--- src/rtl/simd_alu_pkg.sv ---
package simd_alu_pkg;
  localparam logic [3:0] OP_ADD   = 4'd0;
  localparam logic [3:0] OP_SUB   = 4'd1;
  localparam logic [3:0] OP_ADDS  = 4'd2;
  localparam logic [3:0] OP_SUBS  = 4'd3;
  localparam logic [3:0] OP_ADDU  = 4'd4;
  localparam logic [3:0] OP_SUBU  = 4'd5;
  localparam logic [3:0] OP_AND   = 4'd6;
  localparam logic [3:0] OP_ANDN  = 4'd7;
  localparam logic [3:0] OP_OR    = 4'd8;
  localparam logic [3:0] OP_XOR   = 4'd9;
  localparam logic [3:0] OP_CMPEQ = 4'd10;
  localparam logic [3:0] OP_CMPGT = 4'd11;

  // byte-index mask inside one lane: lane top byte = k | span
  function automatic logic [2:0] lane_span(logic [1:0] esz);
    case (esz)
      2'd0:    return 3'd0;
      2'd1:    return 3'd1;
      default: return 3'd3;
    endcase
  endfunction
endpackage

--- src/rtl/simd_seg_adder.sv ---
module simd_seg_adder #(
  parameter int NB = 8,
  localparam int IW = $clog2(NB),
  localparam int DW = NB * 8
) (
  input  logic [DW-1:0] a_i,
  input  logic [DW-1:0] b_i,
  input  logic          sub_i,
  input  logic [IW-1:0] span_i,
  output logic [DW-1:0] sum_o,
  output logic [NB-1:0] cout_o,
  output logic [NB-1:0] ovf_o
);
  logic       c;
  logic [7:0] bx;
  logic [8:0] t;

  always_comb begin
    c = 1'b0;
    bx = '0;
    t = '0;
    for (int k = 0; k < NB; k++) begin
      bx = b_i[8*k +: 8] ^ {8{sub_i}};
      if ((IW'(k) & span_i) == '0) c = sub_i;  // lane start: cut the chain
      t = {1'b0, a_i[8*k +: 8]} + {1'b0, bx} + {8'd0, c};
      c = t[8];
      sum_o[8*k +: 8] = t[7:0];
      cout_o[k] = t[8];
      ovf_o[k] = (a_i[8*k+7] == bx[7]) && (t[7] != a_i[8*k+7]);
    end
  end

  always_comb begin
    for (int k = 0; k < NB; k++) begin

      if ((IW'(k) & span_i) == '0 && b_i[8*k +: 8] == 8'd0)
        lane_iso_chk: assert (sum_o[8*k +: 8] == a_i[8*k +: 8])
          else $error("lane start byte %0d took a foreign carry", k);
    end
  end
endmodule

--- src/rtl/simd_lane_sat.sv ---
module simd_lane_sat #(
  parameter int NB = 8,
  localparam int IW = $clog2(NB),
  localparam int DW = NB * 8
) (
  input  logic [DW-1:0] sum_i,
  input  logic [NB-1:0] cout_i,
  input  logic [NB-1:0] ovf_i,
  input  logic [NB-1:0] a_msb_i,
  input  logic [IW-1:0] span_i,
  input  logic          sub_i,
  input  logic          sat_sgn_i,
  input  logic          sat_uns_i,
  output logic [DW-1:0] res_o
);
  logic [IW-1:0] top;
  logic          neg;

  always_comb begin
    top = '0;
    neg = 1'b0;
    for (int k = 0; k < NB; k++) begin
      top = IW'(k) | span_i;
      neg = a_msb_i[top];
      res_o[8*k +: 8] = sum_i[8*k +: 8];
      if (sat_sgn_i && ovf_i[top]) begin
        if (top == IW'(k)) res_o[8*k +: 8] = neg ? 8'h80 : 8'h7f;
        else               res_o[8*k +: 8] = neg ? 8'h00 : 8'hff;
      end else if (sat_uns_i && (sub_i ? !cout_i[top] : cout_i[top])) begin
        res_o[8*k +: 8] = sub_i ? 8'h00 : 8'hff;
      end
    end
  end
endmodule

--- src/rtl/simd_lane_cmp.sv ---
module simd_lane_cmp #(
  parameter int NB = 8,
  localparam int IW = $clog2(NB),
  localparam int DW = NB * 8
) (
  input  logic [DW-1:0] diff_i,
  input  logic [NB-1:0] ovf_i,
  input  logic [IW-1:0] span_i,
  input  logic          gt_sel_i,
  output logic [DW-1:0] mask_o
);
  logic [NB-1:0] zb;
  logic [IW-1:0] top;
  logic          eq, lt, hit;

  always_comb begin
    for (int j = 0; j < NB; j++) zb[j] = (diff_i[8*j +: 8] == 8'd0);
    top = '0;
    eq = 1'b0;
    lt = 1'b0;
    hit = 1'b0;
    for (int k = 0; k < NB; k++) begin
      top = IW'(k) | span_i;
      eq = 1'b1;
      for (int j = 0; j < NB; j++)
        if ((IW'(j) | span_i) == top) eq = eq & zb[j];
      lt = diff_i[8*top+7] ^ ovf_i[top];  // sign of a-b corrected by overflow
      hit = gt_sel_i ? (!lt && !eq) : eq;
      mask_o[8*k +: 8] = {8{hit}};
    end
  end
endmodule

--- src/rtl/simd_sat_alu.sv ---
module simd_sat_alu
  import simd_alu_pkg::*;
#(
  parameter int DATA_W = 64,
  localparam int NB = DATA_W / 8,
  localparam int IW = $clog2(NB)
) (
  input  logic              clk_i,
  input  logic              rst_ni,
  input  logic              valid_i,
  input  logic [3:0]        op_i,
  input  logic [1:0]        esz_i,
  input  logic [DATA_W-1:0] a_i,
  input  logic [DATA_W-1:0] b_i,
  output logic              valid_o,
  output logic [DATA_W-1:0] res_o
);
  logic [IW-1:0]     span;
  logic              sub, sat_sgn, sat_uns;
  logic [DATA_W-1:0] sum, sat_res, cmp_res, res_d;
  logic [NB-1:0]     cout, ovf, a_msb;

  assign span    = IW'(lane_span(esz_i));
  assign sub     = (op_i == OP_SUB) || (op_i == OP_SUBS) || (op_i == OP_SUBU) ||
                   (op_i == OP_CMPEQ) || (op_i == OP_CMPGT);
  assign sat_sgn = (op_i == OP_ADDS) || (op_i == OP_SUBS);
  assign sat_uns = (op_i == OP_ADDU) || (op_i == OP_SUBU);

  for (genvar k = 0; k < NB; k++) begin : g_msb
    assign a_msb[k] = a_i[8*k+7];
  end

  simd_seg_adder #(.NB(NB)) u_add (
    .a_i(a_i), .b_i(b_i), .sub_i(sub), .span_i(span),
    .sum_o(sum), .cout_o(cout), .ovf_o(ovf)
  );

  simd_lane_sat #(.NB(NB)) u_sat (
    .sum_i(sum), .cout_i(cout), .ovf_i(ovf), .a_msb_i(a_msb), .span_i(span),
    .sub_i(sub), .sat_sgn_i(sat_sgn), .sat_uns_i(sat_uns), .res_o(sat_res)
  );

  simd_lane_cmp #(.NB(NB)) u_cmp (
    .diff_i(sum), .ovf_i(ovf), .span_i(span),
    .gt_sel_i(op_i == OP_CMPGT), .mask_o(cmp_res)
  );

  always_comb begin
    case (op_i)
      OP_ADD, OP_SUB, OP_ADDS, OP_SUBS, OP_ADDU, OP_SUBU: res_d = sat_res;
      OP_AND:             res_d = a_i & b_i;
      OP_ANDN:            res_d = ~a_i & b_i;
      OP_OR:              res_d = a_i | b_i;
      OP_XOR:             res_d = a_i ^ b_i;
      OP_CMPEQ, OP_CMPGT: res_d = cmp_res;
      default:            res_d = '0;
    endcase
  end

  always_ff @(posedge clk_i or negedge rst_ni) begin
    if (!rst_ni) begin
      valid_o <= 1'b0;
      res_o   <= '0;
    end else begin
      valid_o <= valid_i;
      if (valid_i) res_o <= res_d;
    end
  end

  always_comb begin
    if (rst_ni) begin
      for (int k = 0; k < NB; k++) begin

        if (op_i == OP_CMPEQ || op_i == OP_CMPGT)
          cmp_lane_chk: assert (res_d[8*k +: 8] == res_d[8*(IW'(k) | span) +: 8])
            else $error("compare lane not uniform at byte %0d", k);

        if (op_i == OP_ADDU && esz_i == 2'd0)
          addu_floor_chk: assert (res_d[8*k +: 8] >= a_i[8*k +: 8])
            else $error("unsigned saturating add fell below operand");

        if (op_i == OP_ADDS && esz_i == 2'd0 && a_i[8*k+7] == b_i[8*k+7])
          adds_sign_chk: assert (res_d[8*k+7] == a_i[8*k+7])
            else $error("signed saturating add flipped sign");
      end
    end
  end


  valid_rise_chk: assert property (@(posedge clk_i) disable iff (!rst_ni)
    valid_i |=> valid_o);

  valid_drop_chk: assert property (@(posedge clk_i) disable iff (!rst_ni)
    !valid_i |=> !valid_o);

  res_hold_chk: assert property (@(posedge clk_i) disable iff (!rst_ni)
    !valid_i |=> $stable(res_o));
endmodule

--- config.mk ---
export PLATFORM = sky130hd
export DESIGN_NAME = simd_sat_alu
export DESIGN_NICKNAME = d
export VERILOG_FILES = /design/src/rtl/simd_alu_pkg.sv /design/src/rtl/simd_seg_adder.sv /design/src/rtl/simd_lane_sat.sv /design/src/rtl/simd_lane_cmp.sv /design/src/rtl/simd_sat_alu.sv
export SDC_FILE = /design/constraint.sdc
export NUM_CORES = 1
export LEC_CHECK = 0
export ABC_AREA = 1
export BUFFER_PORTS_ARGS = -buffer_cell sky130_fd_sc_hd__clkbuf_2
export CAP_MARGIN = 20
export CORE_ASPECT_RATIO = 1.2
export CORE_UTILIZATION = 50
export CTS_BUF_LIST = sky130_fd_sc_hd__clkbuf_4 sky130_fd_sc_hd__clkbuf_8
export DETAILED_ROUTE_END_ITERATION = 16
export GPL_TIMING_DRIVEN = 1
export PLACE_DENSITY = 0.76
export SLEW_MARGIN = 20
export SYNTH_ARGS = -nofsm -noshare
export SYNTH_HDL_FRONTEND = slang
export SYNTH_SLANG_ARGS = --single-unit
export TNS_END_PERCENT = 20
--- constraint.sdc ---
create_clock -name clk_i -period 0.8 [get_ports clk_i]
set_input_delay 0.08 -clock clk_i [delete_from_list [all_inputs] [get_ports clk_i]]
set_output_delay 0.08 -clock clk_i [all_outputs]
set_load 0.005 [all_outputs]
==> impl_metrics.yaml, run 1 <==
synthesis:
  post-synth-top-area-fraction_pct: 20.9
  ys_async_sr_fraction_pct: 100
  ys_ff_latch: 65
  synth_ff_type: "sky130_fd_sc_hd__dfrtp_1"
  synthesis.instances: 1977
  postSynthNetCount: 2254
  top_cells_by_area_synth: "sky130_fd_sc_hd__nand2_1 (21%), sky130_fd_sc_hd__dfrtp_1 (14%), sky130_fd_sc_hd__ha_1 (13%)"
  synthesized_area_um2: 11900
  synth_top_cell_by_area: "sky130_fd_sc_hd__nand2_1"
  ys_warn_count: 0
  synth_edf_count: 0
  synth_sequential_area_ratio_pct: 13.7
  cell_variety_after_synth: 50
  synthesis.area_per_instance_um2: 5.99
clock_tree:
  cts.sinks: 65
  clk_root_buffer_cell: "sky130_fd_sc_hd__clkbuf_8"
  cts_buffers: 9
  max-clock-path-buffers: 2
  cts-htree-levels: 3
place:
  pre_cts_slack_ps: -6890
  place.gp.congestion: 0.988
  port-buffer-count: 201
  dp.final_hpwl_mm: 35.3
  post_dp_cell_area_um2: 16100
run_status:
  stage_where_the_flow_stopped: "global routing (5_1_grt)"
  first_error: "[ERROR GRT-0232] Routing congestion too high. Check the congestion heatmap in the GUI."
  outcome: "did not finish"
grt:
  groute.usage.overall_pct: 67.5
  globalRoute.totalOverflow: 49
  grt_max_degree: 66
timing:
  timing.repair.worst_endpoint_type: "register input"
  repair-timing-grt-worst-ep: "res_o[1]$_DFFE_PN0P_/D"
die:
  fp.dieW_um: 143
  floorplan.initialDensity_pct: 51.1
  placement_rows: 61
  die_h_um: 171
  top_level_ports: 202
synth_stat cells, types with 2 or more instances:
library cell and number:
sky130_fd_sc_hd__inv_2 9, sky130_fd_sc_hd__nand4_1 45, sky130_fd_sc_hd__a221oi_1 16, sky130_fd_sc_hd__nand3_1 130, sky130_fd_sc_hd__or2_2 7, sky130_fd_sc_hd__xor2_1 76, sky130_fd_sc_hd__a31oi_1 3, sky130_fd_sc_hd__o21a_1 10
sky130_fd_sc_hd__inv_1 263, sky130_fd_sc_hd__and2_1 3, sky130_fd_sc_hd__or2_1 3, sky130_fd_sc_hd__ha_1 124, sky130_fd_sc_hd__dfrtp_1 65, sky130_fd_sc_hd__nor2_1 86, sky130_fd_sc_hd__a22oi_1 2, sky130_fd_sc_hd__fa_1 16
sky130_fd_sc_hd__nor2_2 7, sky130_fd_sc_hd__o21ai_1 2, sky130_fd_sc_hd__buf_2 12, sky130_fd_sc_hd__nand2_1 660, sky130_fd_sc_hd__xnor2_1 11, sky130_fd_sc_hd__nand3b_1 5, sky130_fd_sc_hd__nand2_2 14, sky130_fd_sc_hd__o22ai_1 18
sky130_fd_sc_hd__a211oi_1 3, sky130_fd_sc_hd__nand2_4 2, sky130_fd_sc_hd__clkbuf_1 41, sky130_fd_sc_hd__a21oi_1 163, sky130_fd_sc_hd__nor3_1 9, sky130_fd_sc_hd__buf_1 12, sky130_fd_sc_hd__nand3_2 12, sky130_fd_sc_hd__a21oi_2 3
sky130_fd_sc_hd__o21ai_0 102, sky130_fd_sc_hd__o221ai_1 21, sky130_fd_sc_hd__o31a_1 2, sky130_fd_sc_hd__o211ai_1 3, sky130_fd_sc_hd__o21ai_2 4
cells by family after synthesis:
logic type,share of synthesized area [%]
xor gates and xnor gates,6.43
AOI/OAI and AO/OA,17.5
buffers and inverters,10.9
DFF,13.7
adders and majority gates,15.8
and+or+nand+nor,35.6
what timing repair did:
item                       4_1_cts
buffers inserted               249
pin swaps                       72
hold endpoints to repair        65
hold buffers                     1
setup endpoints to repair      129
resized for setup              111
metrics by stage:
step / TNS (ps) / std cells
detailed placement: -430460 / 2794
CTS: -396840 / 3052
global placement: -420600 / 2794
floorplan: -378030 / 1977
routing by layer:
layer  GRT usage [%]  overflow
met1            68.6         1
met2            87.1        17
met3            49.0         1
met4            64.1        30
met5            14.9         0
==> run 2: changes to the inputs <==
--- a/config.mk
+++ b/config.mk
@@ -8,12 +8,10 @@
 export ABC_AREA = 1
 export BUFFER_PORTS_ARGS = -buffer_cell sky130_fd_sc_hd__clkbuf_2
 export CAP_MARGIN = 20
-export CORE_ASPECT_RATIO = 1.2
-export CORE_UTILIZATION = 50
-export CTS_BUF_LIST = sky130_fd_sc_hd__clkbuf_4 sky130_fd_sc_hd__clkbuf_8
+export CORE_UTILIZATION = 35
 export DETAILED_ROUTE_END_ITERATION = 16
 export GPL_TIMING_DRIVEN = 1
-export PLACE_DENSITY = 0.76
+export PLACE_DENSITY_LB_ADDON = 0.15
 export SLEW_MARGIN = 20
 export SYNTH_ARGS = -nofsm -noshare
 export SYNTH_HDL_FRONTEND = slang
==> constraint.sdc (replaced) <==
create_clock -name clk_i -period 1 [get_ports clk_i]
set_input_delay 0.1 -clock clk_i [delete_from_list [all_inputs] [get_ports clk_i]]
set_output_delay 0.1 -clock clk_i [all_outputs]
set_load 0.005 [all_outputs]
==> run 2 against run 1 <==
  * Synthesized cell count unchanged
  * The flow now finishes, with violations (setup timing)
  * Area after synthesis unchanged
==> impl_metrics.yaml, run 2 <==
power_and_ir_drop:
  ir_worst_vdd_mv: 1.08
  power_per_cell_area_nw_per_um2: 1220
  p_leak_nw: 10.8
die:
  fp.dieW_um: 186
  top_level_ports: 202
  floorplan.initialDensity_pct: 35.4
  placeable_core_area_um2: 33400
  floorplan.die_area_um2: 34600
  die_h_um: 186
  placement_rows: 67
synthesis:
  synth_edf_count: 0
  cell_variety_after_synth: 50
  synthesis.area_per_instance_um2: 5.99
  synth_ff_type: "sky130_fd_sc_hd__dfrtp_1"
  synth_commonest_cells: "sky130_fd_sc_hd__nand2_1 (660), sky130_fd_sc_hd__inv_1 (263), sky130_fd_sc_hd__a21oi_1 (163)"
  synthesis.instances: 1977
  synth_sequential_area_ratio_pct: 13.7
  synth_top_cell_by_area: "sky130_fd_sc_hd__nand2_1"
  synthesized_area_um2: 11900
  ys_async_sr_fraction_pct: 100
  postSynthNetCount: 2254
  top_cells_by_area_synth: "sky130_fd_sc_hd__nand2_1 (21%), sky130_fd_sc_hd__dfrtp_1 (14%), sky130_fd_sc_hd__ha_1 (13%)"
  synthMostInstantiatedCell: "sky130_fd_sc_hd__nand2_1"
  post-synth-top-area-fraction_pct: 20.9
  ys_warn_count: 0
  ys_ff_latch: 65
layout:
  final.fill_count: 3266
  largest_register: "res_o"
  post-route-util_pct: 56.2
  largest_register_ffs: 64
  largestRegisters: "res_o: 64 flops, valid_o: 1 flops"
  commonest_non_fill_non_tap_cell_in_the_layout: "sky130_fd_sc_hd__nand2_1"
  final_design_area_no_fill_um2: 18800
  layout_common_cells: "sky130_fd_sc_hd__nand2_1 (601), sky130_fd_sc_hd__buf_4 (493), sky130_fd_sc_hd__inv_1 (245), sky130_fd_sc_hd__clkbuf_2 (196), sky130_fd_sc_hd__a21oi_1 (144)"
  area_growth_pct: 58.6
  layout.nets: 2940
  layout-drive-gt1-share_pct: 37.6
grt:
  first_pass_grt_wire_length_mm: 79.5
  grt_max_degree: 85
  first_global_vias: 15300
  groute.usage.overall_pct: 29.9
  globalRoute.totalOverflow: 0
  antenna_found_initial: 1
detailed_routing:
  detail_route.wl_per_cell_um: 16.6
  via_total_after_detailed_routing: 16000
  postRouteWirelength_mm: 51.6
  drt-initial-drc-count: 990
  detail-route-antenna-nets: 0
  viasPerCell: 5.12
  drt_pass1_iterations: 5
  drc: 0
clock_tree:
  cts.sinks: 65
  path_clk_slew_ps: 70
  max-clock-path-buffers: 2
  cts-htree-levels: 3
  insertion_delay_ps: 380
  cts_buffers: 9
  clk_root_buffer_cell: "sky130_fd_sc_hd__clkbuf_16"
  cts_tree: "built"
critical_path:
  cp_data_arrival_time_ps: 7530
  critPathMaxStageDelay_ps: 180
  worst_path_maximum_fanout: 3
  largest_delay_contributor_family_on_the_critical_path: "buffers and inverters"
  criticalPathCategory: "in2reg"
  cp.buffers_inverters: 49
  path_common_cell: "sky130_fd_sc_hd__buf_4"
  worst_setup_path_end_kind: "flop"
  critPathSlowestCell: "sky130_fd_sc_hd__a21oi_4"
  start_kind: "input port"
  cp.required_ps: 1330
run_status:
  violations: "setup timing"
  outcome: "finished, violations left"
timing:
  finish_stage_setup_viols: 71
  layout_worst_path_cycle_share_pct: 721
  slew_headroom_pct: 45.7
  worst_slew_pin_slew_ps: 815
  number_of_max_slew_violations_in_the_final_report: 0
  fmax_mhz: 139
  post-route-min-period_ps: 7210
  timing_hold_violations_final: 0
  worst_slack_ps: -6210
  worst_case_clock_skew_ps: 0
  rsz0062_at_grt: "yes"
place:
  post_dp_cell_area_um2: 16400
  dp.final_hpwl_mm: 38.7
  port-buffer-count: 201
  place.gp.congestion: 0.948
job:
  timing.max_cap.violations: 0
min_path:
  worstHoldPathType: "in2reg"
-- run 2: cell counts after synthesis --
No cell type changed its count.
-- run 2: final timing paths --
check / to / slack [ps] / start / depth (start not counted)
setup / recovery: res_o[4] / -6210 / op_i[1] / 66
hold / removal: valid_o / 130 / valid_i / 2
setup reg to reg: res_o[40] / 270 / res_o[40] / 2
hold reg to reg: res_o[57] / 480 / res_o[57] / 2
max in group asynchronous: res_o[29] / 480 / rst_ni / 3
min in group asynchronous: res_o[54] / 230 / rst_ni / 3
-- run 2: routing by layer --
| metal | vias to the layer above | GRT usage [%] | part of all wire [%] |
|---|---|---|---|
| met1 | 7463 | 36.6 | 44 |
| met3 | 129 | 3.52 | 4.6 |
| met2 | 504 | 51.9 | 48 |
| li1 | 7862 | - | - |
| met4 | 0 | 13.7 | 4.1 |
| met5 | - | 0 | 0 |
-- run 2: report_power, final --
group / internal (mW) / total, mW / switching, mW
sequential: 3.16 / 3.55 / 0.395
clock: 2.17 / 3.61 / 1.45
combinational: 7.75 / 15.8 / 8.05
-- run 2: final cells by class --
| cell class | count | area [um2] | share of cell area (%) |
|---|---|---|---|
| Antenna cell | 1 | 2.50 | 0.0133 |
| Clock buffer | 10 | 229 | 1.22 |
| Clock inverter | 6 | 82.6 | 0.439 |
| Inverter | 272 | 1030 | 5.46 |
| Multi-Input combinational cell | 1575 | 9790 | 52.1 |
| Sequential cell | 65 | 1640 | 8.70 |
| Tap cell | 448 | 561 | 2.98 |
| Timing Repair Buffer | 740 | 5460 | 29.1 |
-- run 2: repair_timing --
item | in CTS | in global routing
resized for setup | 94 | 135
hold endpoints to repair | 65 | 0
gates cloned | 1 | 0
setup buffers | 125 | 27
hold buffers | 1 | 0
setup endpoints to repair | 80 | 112
pin swaps | 62 | 99
-- run 2: cell families (layout without fill, tap and decap cells) --
family,count (synthesis),after routing,synth area share [%]
adder cells (fa/ha/maj),140,140,15.8
other,0,1,0
buffers and inverters,338,1028,10.9
flip-flops,65,65,13.7
AO/OA/AOI/OAI,359,359,17.5
AND/OR/NAND/NOR,988,989,35.6
XOR/XNOR,87,87,6.43
-- run 2: per-stage QoR --
| step | hold slack [ps] | worst slack [ps] | total power [mW] | std cells | setup TNS [ps] |
|---|---|---|---|---|---|
| after floorplan | -196 | -5840 | 10.5 | 1977 | -366510 |
| after global placement | 78.1 | -6520 | 16.5 | 2952 | -405090 |
| after detailed placement | 79.3 | -6660 | 16.6 | 2952 | -417050 |
| after CTS | 134 | -5960 | 21.9 | 3095 | -374150 |
| after global routing | 137 | -6510 | 24.8 | 3117 | -410970 |
| final | 130 | -6210 | 23.0 | 3117 | -388960 |
Power figures use the tool's default switching activity.
==> run 3: changes to the inputs <==
--- a/config.mk
+++ b/config.mk
@@ -8,7 +8,10 @@
 export ABC_AREA = 1
 export BUFFER_PORTS_ARGS = -buffer_cell sky130_fd_sc_hd__clkbuf_2
 export CAP_MARGIN = 20
+export CELL_PAD_IN_SITES_DETAIL_PLACEMENT = 1
+export CELL_PAD_IN_SITES_GLOBAL_PLACEMENT = 1
 export CORE_UTILIZATION = 35
+export CTS_BUF_LIST = sky130_fd_sc_hd__clkbuf_8
 export DETAILED_ROUTE_END_ITERATION = 16
 export GPL_TIMING_DRIVEN = 1
 export PLACE_DENSITY_LB_ADDON = 0.15
==> run 3 against run 2 <==
  * The run still ends with setup timing left
  * Global-route usage rose by 3.4 points
  * Count of clock-buffer cells in the layout rose by 1
  * First-iteration DRC count down 21%
  * Combinational power is 3% lower
  * Wire length increased by 13%
  * Sequential share of layout area up 0.22 points
  * Critical path type unchanged
  * Largest cell class unchanged
  * Largest power group unchanged
  * Highest routed layer unchanged
==> impl_metrics.yaml, run 3 (synthesis gave the netlist of run 2 again) <==
detailed_routing:
  detail-route-antenna-nets: 0
  viasPerCell: 5.35
  drt_pass1_iterations: 5
  via_total_after_detailed_routing: 16300
  detail_route.wl_per_cell_um: 19.2
  drt-initial-drc-count: 779
  drc: 0
  postRouteWirelength_mm: 58.5
die:
  floorplan.initialDensity_pct: 35.4
  placement_rows: 67
  floorplan.die_area_um2: 34600
  top_level_ports: 202
  die_h_um: 186
  fp.dieW_um: 186
  placeable_core_area_um2: 33400
critical_path:
  criticalPathCategory: "in2reg"
  setup.worst_path.start: "op_i[3]"
  critPathSlowestCell: "sky130_fd_sc_hd__fa_1"
  start_kind: "input port"
  cp_data_arrival_time_ps: 7570
  worst_setup_path_end_kind: "flop"
  worst_path_maximum_fanout: 8
  critical_path.reg2reg.startpoint: "res_o[23]"
  critPathMaxStageDelay_ps: 450
  path_common_cell: "sky130_fd_sc_hd__nand2_2"
  reg2regPathDepth: 2
  cp.required_ps: 1290
layout:
  antenna_cells: 0
  area_growth_pct: 53.8
  post-route-util_pct: 54.5
  commonest_non_fill_non_tap_cell_in_the_layout: "sky130_fd_sc_hd__nand2_1"
  layout.nets: 2877
  layout_common_cells: "sky130_fd_sc_hd__nand2_1 (591), sky130_fd_sc_hd__buf_4 (432), sky130_fd_sc_hd__inv_1 (245), sky130_fd_sc_hd__clkbuf_2 (195), sky130_fd_sc_hd__a21oi_1 (143)"
  largest_register: "res_o"
  largest_register_ffs: 64
  largestRegisters: "res_o: 64 flops, valid_o: 1 flops"
  layout-drive-gt1-share_pct: 36.2
grt:
  groute.usage.overall_pct: 33.3
  first_pass_grt_wire_length_mm: 89.4
  grt_max_degree: 66
  globalRoute.totalOverflow: 0
  antenna_found_initial: 0
  first_global_vias: 17500
clock_tree:
  max-clock-path-buffers: 2
  cts_tree: "built"
  cts_buffers: 9
  path_clk_slew_ps: 70
  insertion_delay_ps: 400
  cts.sinks: 65
  cts-htree-levels: 3
  clk_root_buffer_cell: "sky130_fd_sc_hd__clkbuf_8"
place:
  port-buffer-count: 201
  place.gp.congestion: 0.891
  dp.final_hpwl_mm: 42.5
timing:
  worst_case_clock_skew_ps: 0
  finalSetupTns_ps: -393000
  timing_hold_violations_final: 0
  fmax_mhz: 137
  worst_slew_pin_slew_ps: 821
  worst_slack_ps: -6280
  post-route-min-period_ps: 7280
  layout_worst_path_cycle_share_pct: 728
  rsz0062_at_grt: "yes"
  slew_headroom_pct: 45.2
  number_of_max_slew_violations_in_the_final_report: 0
  finish_stage_setup_viols: 95
run_status:
  violations: "setup timing"
  outcome: "finished, violations left"
power_and_ir_drop:
  power_per_cell_area_nw_per_um2: 1170
  ir_worst_vdd_mv: 0.659
  p_total_mw: 21.4
  p_leak_nw: 10.4
job:
  timing.max_cap.violations: 0
min_path:
  hold_path_startpoint: "valid_i"
  worstHoldPathType: "in2reg"
  min_delay_path_depth: 2
run 3: changes by cell type in the layout (fill, tap and decap cells not counted), moves of 4 or more:
cell	before	now
sky130_fd_sc_hd__buf_12	22	18
sky130_fd_sc_hd__buf_4	493	432
sky130_fd_sc_hd__dfrtp_2	7	0
sky130_fd_sc_hd__clkbuf_8	1	11
sky130_fd_sc_hd__nand2_1	601	591
sky130_fd_sc_hd__nand2_4	12	16
sky130_fd_sc_hd__dfrtp_1	58	65
sky130_fd_sc_hd__nand2_2	60	67
sky130_fd_sc_hd__clkbuf_16	10	1
sky130_fd_sc_hd__nand3_4	8	12
run 3: final cells by class:
type                       instances  area (um2)
multi-input combinational       1575        9870
clock inverter                     4        43.8
sequential                        65        1630
inverter                         272        1030
fill                            4567       15200
timing repair buffer             677        4940
tap                              448         561
clock buffer                      11         151
run 3: timing repair:
item	CTS	global route
hold buffers	1	0
buffers inserted	81	35
pin swaps	47	111
endpoints found under the setup margin	118	128
hold endpoints to repair	65	0
cloned	1	0
resized for setup	93	159
run 3: final timing paths:
kind / endpoint / slack, ps
max: res_o[39] / -6280
min in group asynchronous: res_o[19] / 230
min reg2reg: res_o[61] / 480
max in group asynchronous: res_o[8] / 370
max reg2reg: res_o[23] / 240
min: valid_o / 70
run 3: power by group:
group	total [mW]	leakage, nW	switching (mW)	internal (mW)
Clock	2.46	0.106	1.21	1.26
Combinational	15.4	9.48	8.44	7.00
Sequential	3.50	0.831	0.361	3.14
run 3: metrics by stage:
stage	cell area, um2	cells	worst slack [ps]	hold WS, ps
2_1_floorplan	12000	1977	-5840	-196
3_3_place_gp	16200	2930	-6660	158
3_5_place_dp	16200	2930	-7100	165
4_1_cts	17500	3028	-6120	55.4
5_1_grt	18200	3052	-6600	66.9
6_report	18200	3052	-6280	69.4
run 3: layer usage:
layer  wire [um]  GRT usage, %  up-vias  part of all wire [%]
met3        2480          4.42      180                   4.2
li1            -             -     7717                     -
met5           0             0        -                     0
met4        2880          17.3        0                   4.9
met1       24100          38.1     7946                    41
met2       29100          60.0      471                    50
run 3: critical path: cells and delay by family:
family          cells  cell delay (ps)
fa+ha+maj           7             2880
buf+inv             9              870
simple gates       31             3090
xor+xnor            1              130
compound gates      3              470
==> run 4: changes to the inputs <==
==> constraint.sdc (replaced) <==
create_clock -name clk_i -period 1 [get_ports clk_i]
set_input_delay 0.1 -clock clk_i [delete_from_list [all_inputs] [get_ports clk_i]]
set_output_delay 0.1 -clock clk_i [all_outputs]
set_load 0.01 [all_outputs]
==> run 4 against run 3 <==
  * Combinational power rose by 6%
  * Sequential share of layout area is 0.12 points lower
  * Global-route usage rose by 3.0 points
  * The flow still finishes with violations (setup timing)
  * Sequential power is essentially flat
  * Design area up 1.4%
  * Setup slack got worse by 500 ps
  * Highest routed layer unchanged
  * Flip-flop and latch count did not move
==> impl_metrics.yaml, run 4 (synthesis gave the netlist of run 2 again) <==
timing:
  worst_hold_margin_ps: 66.4
  timing_hold_violations_final: 0
  finish_stage_setup_viols: 120
  post-route-min-period_ps: 7780
  layout_worst_path_cycle_share_pct: 778
  worst_slew_pin_slew_ps: 852
  finalSetupTns_ps: -413910
  worst_case_clock_skew_ps: 0
  slew_headroom_pct: 43.2
  fmax_mhz: 129
  number_of_max_slew_violations_in_the_final_report: 0
  rsz0062_at_grt: "yes"
  worst_slack_ps: -6780
critical_path:
  setup.worst_path.start: "op_i[2]"
  critPathMaxStageDelay_ps: 450
  worst_path_maximum_fanout: 5
  critical_path.reg2reg.startpoint: "res_o[13]"
  reg2regPathDepth: 2
  worst_setup_path_end_kind: "flop"
  start_kind: "input port"
  critPathSlowestCell: "sky130_fd_sc_hd__fa_2"
  criticalPathCategory: "in2reg"
  cp.required_ps: 1300
  path_common_cell: "sky130_fd_sc_hd__nand2_1"
  cp_data_arrival_time_ps: 8080
clock_tree:
  cts_tree: "built"
  insertion_delay_ps: 400
  path_clk_slew_ps: 90
  cts_buffers: 9
  cts-htree-levels: 3
  clk_root_buffer_cell: "sky130_fd_sc_hd__clkbuf_8"
  max-clock-path-buffers: 2
  cts.sinks: 65
layout:
  final_design_area_no_fill_um2: 18500
  layout.area.seq_um2: 1630
  commonest_non_fill_non_tap_cell_in_the_layout: "sky130_fd_sc_hd__nand2_1"
  post-route-util_pct: 55.3
  layout.nets: 2911
  largestRegisters: "res_o: 64 flops, valid_o: 1 flops"
  area_growth_pct: 56.0
  final.fill_count: 4519
  largest_register_ffs: 64
  layout-drive-gt1-share_pct: 37.3
  multi_input_comb_area_um2: 9870
  final_cell_count_no_fill: 3087
  layout_common_cells: "sky130_fd_sc_hd__nand2_1 (588), sky130_fd_sc_hd__buf_4 (471), sky130_fd_sc_hd__inv_1 (243), sky130_fd_sc_hd__clkbuf_2 (193), sky130_fd_sc_hd__a21oi_1 (148)"
  largest_register: "res_o"
die:
  fp.dieW_um: 186
  top_level_ports: 202
  die_h_um: 186
  placeable_core_area_um2: 33400
  placement_rows: 67
  floorplan.die_area_um2: 34600
  floorplan.initialDensity_pct: 35.4
grt:
  groute.usage.overall_pct: 36.3
  antenna_found_initial: 1
  first_global_vias: 18200
  grt_max_degree: 66
  first_pass_grt_wire_length_mm: 96.0
  globalRoute.totalOverflow: 0
place:
  pre_cts_slack_ps: -7100
  port-buffer-count: 201
  placedCellCount: 2930
  place.gp.congestion: 0.891
  post_dp_cell_area_um2: 16200
  dp.final_hpwl_mm: 42.5
min_path:
  worstHoldPathType: "in2reg"
  hold_path_startpoint: "valid_i"
  min_delay_path_depth: 2
power_and_ir_drop:
  p_total_mw: 22.4
  p_leak_nw: 10.5
  ir_worst_vdd_mv: 0.732
  power_per_cell_area_nw_per_um2: 1210
detailed_routing:
  postRouteWirelength_mm: 68.2
  detail-route-antenna-nets: 0
  drt_pass1_iterations: 5
  detail_route.wl_per_cell_um: 22.1
  drt-initial-drc-count: 1090
  viasPerCell: 5.64
  drc: 0
  via_total_after_detailed_routing: 17400
run_status:
  outcome: "finished, violations left"
  violations: "setup timing"
job:
  timing.max_cap.violations: 0
[run 4: cell count changes in the layout (fill, tap and decap cells not counted), moves of 3 or more]
cell / change
sky130_fd_sc_hd__a21oi_4: -3
sky130_fd_sc_hd__nand2_4: -3
sky130_fd_sc_hd__nand2_2: +6
sky130_fd_sc_hd__inv_4: +3
sky130_fd_sc_hd__buf_4: +39
sky130_fd_sc_hd__nand3_2: +8
sky130_fd_sc_hd__nand3_1: -7
sky130_fd_sc_hd__nor2_4: -5
sky130_fd_sc_hd__a21oi_1: +5
sky130_fd_sc_hd__buf_6: -5
sky130_fd_sc_hd__nand2_1: -3
sky130_fd_sc_hd__nor2_1: +4
[run 4: what timing repair did]
action / 4_1_cts / 5_1_grt
setup buffers: 123 / 24
pin swaps: 52 / 91
gates cloned: 1 / 0
setup endpoints to repair: 128 / 128
endpoints found under the hold margin: 65 / 0
resized for setup: 95 / 155
hold buffers: 1 / 0
[run 4: worst paths after layout]
kind	end	slack, ps
worst max-delay path	res_o[12]	-6780
worst min-delay path	valid_o	70
worst max register to register	res_o[13]	250
worst min register to register	res_o[61]	480
max in group asynchronous	res_o[35]	390
min in group asynchronous	res_o[19]	250
[run 4: critical path: cells and delay by family]
family / cells / cell delay, ps
xor+xnor: 1 / 280
fa+ha+maj: 7 / 2670
buf+inv: 11 / 1080
compound gates: 4 / 860
simple gates: 26 / 3030
[run 4: metal layers]
metal / global-route usage, % / share of wire [%] / vias up
li1: - / - / 7795
met1: 40.2 / 38 / 8358
met2: 63.0 / 47 / 849
met3: 7.71 / 7.1 / 400
met4: 23.1 / 7.6 / 0
met5: 0 / 0 / -
[run 4: cell type report]
class	instances	area share (%)
clock buffers	11	0.819
repair buffers	711	28.1
inverters	272	5.58
multi-input cells	1575	53.4
well taps	448	3.03
flip-flops and latches	65	8.81
clock inverters	4	0.237
diodes	1	0.0135
[run 4: power by group]
group / internal, mW / switching, mW / total, mW / leakage, nW
Combinational: 7.10 / 9.27 / 16.4 / 9.61
Clock: 1.26 / 1.24 / 2.50 / 0.106
Sequential: 3.14 / 0.370 / 3.51 / 0.830
Total: 11.5 / 10.9 / 22.4 / 10.5
